$ cat config.mk
export PLATFORM = sky130hd
export DESIGN_NAME = intsrc_cond
export DESIGN_NICKNAME = d
export VERILOG_FILES = /design/src/rtl/intsrc_pkg.sv /design/src/rtl/intsrc_sync.sv /design/src/rtl/intsrc_cell.sv /design/src/rtl/intsrc_regs.sv /design/src/rtl/intsrc_cond.sv
export SDC_FILE = /design/constraint.sdc
export NUM_CORES = 1
export LEC_CHECK = 0
export CORE_MARGIN = 5
export CORE_UTILIZATION = 58
export DETAILED_ROUTE_END_ITERATION = 6
export DONT_BUFFER_PORTS = 1
export PLACE_DENSITY = 0.76
export SETUP_SLACK_MARGIN = 0.02
export SLEW_MARGIN = 10
export SYNTH_ARGS = -nofsm -noshare
export SYNTH_HDL_FRONTEND = slang
export SYNTH_HIERARCHICAL = 1
export SYNTH_SLANG_ARGS = --single-unit
$ cat constraint.sdc
create_clock -name clk -period 2.2 [get_ports clk]
set_clock_uncertainty 0.05 [all_clocks]
set_input_delay 0.22 -clock clk [delete_from_list [all_inputs] [get_ports clk]]
set_output_delay 0.22 -clock clk [all_outputs]
set_load 0.05 [all_outputs]
$ cat src/rtl/intsrc_pkg.sv
package intsrc_pkg;
  localparam int REG_W      = 32;
  localparam int ADDR_W     = 10;
  localparam int NUM_FLD_W  = 8;
  localparam int OP_BIT     = 31;

  typedef enum logic [2:0] {
    BK_POL   = 3'd0,
    BK_TRIG  = 3'd1,
    BK_DUAL  = 3'd2,
    BK_ENSET = 3'd3,
    BK_ENCLR = 3'd4,
    BK_ENSTA = 3'd5,
    BK_PEND  = 3'd6,
    BK_EDGE  = 3'd7
  } bank_e;
endpackage

$ cat src/rtl/intsrc_sync.sv
module intsrc_sync #(
  parameter int N = 64
) (
  input  logic         clk,
  input  logic         rst,
  input  logic [N-1:0] async_in,
  output logic [N-1:0] cur,
  output logic [N-1:0] prev
);
  logic [N-1:0] stage1;

  always_ff @(posedge clk) begin
    if (rst) begin
      stage1 <= '0;
      cur    <= '0;
      prev   <= '0;
    end else begin
      stage1 <= async_in;
      cur    <= stage1;
      prev   <= cur;
    end
  end
endmodule

$ cat src/rtl/intsrc_cell.sv
module intsrc_cell (
  input  logic clk,
  input  logic rst,
  input  logic cur,
  input  logic prev,
  input  logic pol,
  input  logic trig,
  input  logic dual,
  input  logic sw_set,
  input  logic sw_clr,
  output logic pending,
  output logic latch_q
);
  logic rise, fall, hit, level_act, latch_d;

  always_comb begin
    rise      = cur & ~prev;
    fall      = ~cur & prev;
    level_act = pol ? cur : ~cur;
    hit       = trig & (dual ? (rise | fall) : (pol ? rise : fall));
    latch_d   = trig & (hit | sw_set | (latch_q & ~sw_clr));
    pending   = trig ? latch_q : level_act;
  end

  always_ff @(posedge clk) begin
    if (rst) latch_q <= 1'b0;
    else     latch_q <= latch_d;
  end
endmodule

$ cat src/rtl/intsrc_regs.sv
module intsrc_regs
  import intsrc_pkg::*;
#(
  parameter int N = 64
) (
  input  logic              clk,
  input  logic              rst,
  input  logic              wr,
  input  logic              rd,
  input  logic [ADDR_W-1:0] addr,
  input  logic [REG_W-1:0]  wdata,
  input  logic [N-1:0]      pend,
  output logic [REG_W-1:0]  rdata,
  output logic [N-1:0]      pol_q,
  output logic [N-1:0]      trig_q,
  output logic [N-1:0]      dual_q,
  output logic [N-1:0]      en_q,
  output logic [N-1:0]      sw_set,
  output logic [N-1:0]      sw_clr
);
  logic       aligned;
  bank_e      bank;
  logic [4:0] widx;
  logic       edge_wr;
  logic [REG_W-1:0] rd_word;

  assign aligned = (addr[1:0] == 2'b00);
  assign bank    = bank_e'(addr[9:7]);
  assign widx    = addr[6:2];
  assign edge_wr = wr && aligned && (bank == BK_EDGE) && (widx == 5'd0);

  always_comb begin
    for (int i = 0; i < N; i++) begin
      sw_set[i] = edge_wr &&  wdata[OP_BIT] && (wdata[NUM_FLD_W-1:0] == NUM_FLD_W'(i));
      sw_clr[i] = edge_wr && !wdata[OP_BIT] && (wdata[NUM_FLD_W-1:0] == NUM_FLD_W'(i));
    end
  end

  always_ff @(posedge clk) begin
    if (rst) begin
      pol_q  <= '0;
      trig_q <= '0;
      dual_q <= '0;
      en_q   <= '0;
    end else if (wr && aligned) begin
      for (int i = 0; i < N; i++) begin
        if (widx == 5'(i / REG_W)) begin
          case (bank)
            BK_POL:   pol_q[i]  <= wdata[i % REG_W];
            BK_TRIG:  trig_q[i] <= wdata[i % REG_W];
            BK_DUAL:  dual_q[i] <= wdata[i % REG_W];
            BK_ENSET: if (wdata[i % REG_W]) en_q[i] <= 1'b1;
            BK_ENCLR: if (wdata[i % REG_W]) en_q[i] <= 1'b0;
            default:  ;
          endcase
        end
      end
    end
  end

  always_comb begin
    rd_word = '0;
    if (aligned) begin
      for (int i = 0; i < N; i++) begin
        if (widx == 5'(i / REG_W)) begin
          case (bank)
            BK_POL:   rd_word[i % REG_W] = pol_q[i];
            BK_TRIG:  rd_word[i % REG_W] = trig_q[i];
            BK_DUAL:  rd_word[i % REG_W] = dual_q[i];
            BK_ENSTA: rd_word[i % REG_W] = en_q[i];
            BK_PEND:  rd_word[i % REG_W] = pend[i];
            default:  ;
          endcase
        end
      end
    end
  end

  always_ff @(posedge clk) begin
    if (rst)     rdata <= '0;
    else if (rd) rdata <= rd_word;
  end
endmodule

$ cat src/rtl/intsrc_cond.sv
module intsrc_cond
  import intsrc_pkg::*;
#(
  parameter int NUM_SRC = 64
) (
  input  logic               clk,
  input  logic               rst,
  input  logic [NUM_SRC-1:0] src_in,
  input  logic               bus_wr,
  input  logic               bus_rd,
  input  logic [9:0]         bus_addr,
  input  logic [31:0]        bus_wdata,
  output logic [31:0]        bus_rdata,
  output logic [NUM_SRC-1:0] irq_out
);
  logic [NUM_SRC-1:0] s_cur, s_prev;
  logic [NUM_SRC-1:0] pol_q, trig_q, dual_q, en_q;
  logic [NUM_SRC-1:0] sw_set, sw_clr;
  logic [NUM_SRC-1:0] pend_vec, latch_vec;

  intsrc_sync #(.N(NUM_SRC)) u_sync (
    .clk(clk), .rst(rst), .async_in(src_in), .cur(s_cur), .prev(s_prev)
  );

  intsrc_regs #(.N(NUM_SRC)) u_regs (
    .clk(clk), .rst(rst), .wr(bus_wr), .rd(bus_rd), .addr(bus_addr),
    .wdata(bus_wdata), .pend(pend_vec), .rdata(bus_rdata),
    .pol_q(pol_q), .trig_q(trig_q), .dual_q(dual_q), .en_q(en_q),
    .sw_set(sw_set), .sw_clr(sw_clr)
  );

  for (genvar g = 0; g < NUM_SRC; g++) begin : g_src
    intsrc_cell u_cell (
      .clk(clk), .rst(rst), .cur(s_cur[g]), .prev(s_prev[g]),
      .pol(pol_q[g]), .trig(trig_q[g]), .dual(dual_q[g]),
      .sw_set(sw_set[g]), .sw_clr(sw_clr[g]),
      .pending(pend_vec[g]), .latch_q(latch_vec[g])
    );
  end

  always_ff @(posedge clk) begin
    if (rst) irq_out <= '0;
    else     irq_out <= pend_vec & en_q;
  end
endmodule

; ---- After elaboration in Yosys (flattened, before gate mapping)
; Cells that the tools add are included.
[totals]
out_inout_bits = 96
word_cells = 1669
reg_bits = 608
[classes]
n_reduce_logical = 209
eq_ne = 135
bitwise_logic = 705
muxes = 481
[op_table]
columns = cell, count
row1 = 2-to-1 mux 1 bit, 384
row2 = bitwise AND 1 bit, 320
row3 = one-hot mux 1 bit (5 select lines), 64
row4 = AND reduction 5 bit, 64
row5 = == test 8 x 6 -> 1 bit (second input constant), 32
row6 = NOT 1 bit, 192
row7 = bitwise OR 1 bit, 192
row8 = logical AND 1 bit, 133
row9 = == test 8 x 5 -> 1 bit (second input constant), 16
row10 = inequality test 2 bit (second input constant), 64
row11 = bitwise AND 64 bit, 1
row12 = == test 8 x 4 -> 1 bit (second input constant), 8
row13 = one-hot mux 1 bit (2 select lines), 32
row14 = == test 8 x 3 -> 1 bit (second input constant), 4
row15 = 2-to-1 mux 32 bit, 1
row16 = AND reduction 3 bit, 6
row17 = == test 8 x 2 -> 1 bit (second input constant), 2
row18 = == test 3 bit (second input constant), 4
row19 = == test 8 x 1 -> 1 bit (second input constant), 1
row20 = logical NOT 8 bit, 1
row21 = == test 3 x 2 -> 1 bit (second input constant), 2
row22 = == test 5 x 1 -> 1 bit (second input constant), 1
row23 = logical NOT 5 bit, 1
row24 = == test 3 x 1 -> 1 bit (second input constant), 1
row25 = 4 further kinds, 4

; ---- Longest topological paths before layout
[depth]
word_depth = 10
depth_mapped = 9

; ---- Cells and area by module
; Netlist, hierarchy kept.
[by_module_without_submodules]
columns = mod, n_inst, cells_per_inst, area_each_um2
row1 = intsrc_regs, 1, 1718, 13135.1
row2 = intsrc_cell, 64, 15, 111.4
row3 = intsrc_sync, 1, 405, 5148.7
row4 = intsrc_cond, 1, 134, 1951.9

; ---- Worst setup path after synthesis
; Ideal clock, no wire load.
[synth_timing]
kind = input port to flip-flop
startpoint = in bus_addr[3]
endpoint = reg g_src[47].u_cell.latch_q
path_buffers = 2
slack_ps = -146
t_required_ps = 2028
stages = 8
t_arrival_ps = 2174
path_cell_list = or4_1 > buf_2 > nor4b_4 > nand4b_1 > buf_2 > nor2_1 > o22ai_1 > o311a_1
[synth_via]
elab_chain_len = 8
elab_cells_between_ends = 11
[synth_rtl]
columns = element, line
row1 = from (decl), intsrc_cond.sv:11  ; input logic [9:0] bus_addr,
row2 = logical NOT 5 bit, intsrc_regs.sv:30  ; assign edge_wr = wr && aligned && (bank == BK_EDGE) && (widx == 5'd0);
row3 = logical AND 1 bit, intsrc_regs.sv:30
row4 = logical AND 1 bit (2 in series), intsrc_regs.sv:35  ; sw_clr[i] = edge_wr && !wdata[OP_BIT] && (wdata[NUM_FLD_W-1:0] == NUM_FLD_W'(i));
row5 = via sw_clr[47], intsrc_cond.sv:18  ; logic [NUM_SRC-1:0] sw_set, sw_clr;
row6 = NOT 1 bit, intsrc_cell.sv:21  ; latch_d = trig & (hit | sw_set | (latch_q & ~sw_clr));
row7 = bitwise AND 1 bit, intsrc_cell.sv:21
row8 = bitwise OR 1 bit, intsrc_cell.sv:21
row9 = bitwise AND 1 bit, intsrc_cell.sv:21
row10 = to (signal assigned), intsrc_cell.sv:27  ; else latch_q <= latch_d;
row11 = to (decl), intsrc_cell.sv:12  ; output logic latch_q
; The timed path passes the listed nets, and every way through them passes these cells.
; A chain may end at the register's enable or synchronous reset.

; ---- Worst setup path in the final report
[layout_timing]
startpoint = reg u_sync.cur[33]
endpoint = reg u_regs.rdata[1]
[layout_via]
elab_chain_len = 6
[layout_rtl]
columns = element, line
row1 = from (decl), intsrc_sync.sv:7  ; output logic [N-1:0] cur,
row2 = from (signal assigned), intsrc_sync.sv:19  ; cur <= stage1;
row3 = NOT 1 bit, intsrc_cell.sv:19  ; level_act = pol ? cur : ~cur;
row4 = 2-to-1 mux 1 bit (*), intsrc_cell.sv:19
row5 = 2-to-1 mux 1 bit (*), intsrc_cell.sv:22  ; pending = trig ? latch_q : level_act;
row6 = via pend_vec[33], intsrc_cond.sv:19  ; logic [NUM_SRC-1:0] pend_vec, latch_vec;
row7 = one-hot mux 1 bit (5 select lines) (*), intsrc_regs.sv:66  ; case (bank)
row8 = 2-to-1 mux 1 bit (*), intsrc_regs.sv:65  ; if (widx == 5'(i / REG_W)) begin
row9 = 2-to-1 mux 32 bit (*), intsrc_regs.sv:63  ; if (aligned) begin
row10 = to (signal assigned), intsrc_regs.sv:81  ; else if (rd) rdata <= rd_word;
row11 = to (decl), intsrc_regs.sv:13  ; output logic [REG_W-1:0] rdata,
; Mark *: on every way through the listed nets, which the timed path passes. The rest lies on a longest branch.

==> impl_metrics.json <==
{
  "setup_tns_ns": -0.02187,
  "r2r_slack_ns": -0.02,
  "yosysTopAreaCellShare_pct": 44.48,
  "failed_checks": "setup timing",
  "layout_min_cycle_time_ns": 2.222,
  "crit_arrival_ns": 2.75,
  "syn_avg_cell_area_um2": 8.506,
  "placed_cells": 3678,
  "finalHoldViolCount": 0,
  "coreArea_mm2": 0.04665,
  "setup_viol": 1,
  "synth_largest_area_cell": "dfxtp_1",
  "ys_top_cells_by_area": "dfxtp_1 44%, nand2_1 7.0%, ha_1 6.0%, a21oi_1 5.1%, nor2b_1 4.5%",
  "p_leak_nw": 15.26,
  "max_freq_mhz": 450.1,
  "holdPathStages": 4,
  "cp-end-kind": "register",
  "first_iter_violations": 2997,
  "grt_start_max_net_pins": 450,
  "cts-root-buf": "clkbuf_16",
  "ant_nets": 0,
  "worstSkewPairLatency_ns": 0.64,
  "avgRoutedWirePerCell_um": 22.27,
  "rr_startpoint": "u_sync/cur[33]",
  "synth-async-reset-ratio_pct": 0,
  "synth_nets": 3459,
  "synth_common_cells": "608 x dfxtp_1, 507 x nand2_1, 325 x inv_1",
  "gp_routability_congestion": 0.8823,
  "synth_most_common_cell": "dfxtp_1",
  "layout-drive-gt1-share_pct": 7.455,
  "clock_sinks": 608,
  "drv_cap": 0,
  "ir_drop_v": 0.0006486,
  "overflow": 0,
  "dieArea_mm2": 0.05162,
  "power_density_mw_per_mm2": 672.1,
  "worstMarginPinSlew_ns": 1.254,
  "placementRows": 79,
  "cts_made_buffers": 60,
  "io_buffer_count": 0,
  "r2r-end": "u_regs/rdata[1]",
  "synth_seq_area_share_pct": 44.48,
  "netlist-cell-type-count": 49,
  "drc": 0,
  "outcome": "finished, violations left",
  "worstSetupPathType": "reg -> reg",
  "synth-warning-count": 6,
  "slew_headroom_pct": 16.15,
  "grt_pass1_wl_um": 144800,
  "clk_pin_slew_worst_paths_ns": 0.07,
  "layout.nets": 3922,
  "track_usage_pct": 35.77,
  "synth_cells": 3217,
  "total_power_mw": 24.09,
  "viasPerCell": 6.065,
  "antenna_found_initial": 2,
  "h-tree-depth": 2,
  "vias": 26310,
  "cp.required_ns": 2.73,
  "synth_enable_flop_cells": 0,
  "place.detailed.hpwl_um": 52510,
  "r2r_cells": 7,
  "rsz0062_at_grt": "yes",
  "die_h_um": 227.2,
  "crit_fanout": 4,
  "clockBufferDepth": 3,
  "synth_ff_type": "dfxtp_1",
  "hold_class": "in -> reg",
  "io_pins": 206,
  "utilization_pct": 76.81,
  "start_util_pct": 58.65,
  "period_share_pct": 101.0,
  "hold_end": "u_regs/rdata[26]",
  "preCtsSetupSlack_ns": -0.05477,
  "worstSetupStartpointType": "register",
  "die-width_um": 227.2,
  "design_area_mm2": 0.03584,
  "dr.pass1.iters": 7,
  "area_delta_synth_final_pct": 30.97,
  "postLayoutSetupSlackWorst_ns": -0.02187,
  "placed_area_mm2": 0.02811,
  "grt_pass1_vias": 26780,
  "holdWs_ns": 0.04993,
  "finalMaxSlewViolations": 0,
  "wl_um": 96630,
  "synth-seq-cells": 608,
  "fin_cells": 4338,
  "synthesis.area_mm2": 0.02736,
  "worst_hold_startpoint": "bus_addr[2]",
  "cts_tree": "done"
}
critical path: stages, from the launching register on:
cell and delay, ns:
dfxtp_2 0.34, xor2_1 0.18, o21ai_2 0.19, a22oi_1 0.11
mux2i_2 0.33, nor2_1 0.12, o31ai_1 0.28, dlygate4sd3_1 0.58
cell type report:
class                      count  area [um^2]
multi-input combinational   2076        13250
sequential                   608        12180
fill                        3065        10820
timing repair buffer         609         6230
clock buffer                  80         1698
inverter                     325         1220
tap                          607        759.5
clock inverter                31        496.7
antenna                        2        5.005
cells by family (layout without fill, tap and decap cells):
kind of cell,count (synthesis),in the layout,synth area share (%)
and+or+nand+nor,1015,1015,17.96
AOI/OAI and AO/OA,744,744,17.41
DFF,608,608,44.48
buffers and inverters,533,1045,7.581
adders and majority gates,132,132,6.036
muxes,121,121,4.481
xor gates and xnor gates,64,64,2.049
other,0,2,0
timing repair:
action                                 CTS  global route
setup endpoints to repair                0            10
buffers inserted                         0             3
endpoints found under the hold margin  600             0
hold buffers                           544             0
gates resized for setup                  0            16
cell usage in the layout (no fill, tap or decap), types with 3 or more instances in the layout:
| master | count |
|---|---|
| nor2_1 | 200 |
| a21oi_1 | 280 |
| clkinvlp_4 | 5 |
| nand2_1 | 507 |
| a222oi_1 | 6 |
| xor2_1 | 64 |
| ha_1 | 129 |
| nand4_1 | 9 |
| a21o_1 | 14 |
| a22oi_1 | 88 |
| o22ai_1 | 96 |
| dfxtp_2 | 8 |
| clkbuf_8 | 10 |
| a221oi_1 | 6 |
| buf_12 | 21 |
| clkbuf_16 | 62 |
| a32o_1 | 8 |
| inv_1 | 325 |
| a211oi_1 | 66 |
| nor2b_1 | 197 |
| o31ai_1 | 3 |
| bufinv_16 | 13 |
| mux2i_1 | 108 |
| nand3_1 | 9 |
| buf_4 | 44 |
| o311a_1 | 64 |
| dlygate4sd3_1 | 541 |
| a32oi_1 | 8 |
| o21ai_0 | 88 |
| mux2_2 | 12 |
| nor4_4 | 9 |
| clkbuf_1 | 9 |
| dfxtp_1 | 600 |
| clkinv_2 | 12 |
| and3b_2 | 64 |
| a22o_1 | 6 |
power breakdown:
part	internal, mW	switching (mW)
logic	0.661	0.786
clock network	6.92	4.46
registers	11.2	0.108
total	18.7	5.35
metal layers:
metal  share of wire, %  vias to the layer above  track usage [%]
met3                 12                      520            9.697
met4                9.3                        2            28.26
met1                 34                    12390            40.88
met2                 44                     1698            56.61
met5             0.0093                        -          0.09217
li1                   -                    11700                -
worst max path at each step:
stage	from	endpoint	slack, ns	cells after the start
after floorplan	bus_addr[3]	g_src[47].u_cell/latch_q	-0.08	8
after global placement	bus_addr[1]	g_src[31].u_cell/latch_q	0.04	7
after detailed placement	bus_addr[1]	g_src[20].u_cell/latch_q	-0.05	7
after CTS	u_sync/cur[33]	u_regs/rdata[1]	0.06	7
after global routing	bus_addr[3]	u_regs/en_q[3]	-0.02	7
final	u_sync/cur[33]	u_regs/rdata[1]	-0.02	7
(Power assumes the default switching activity.)
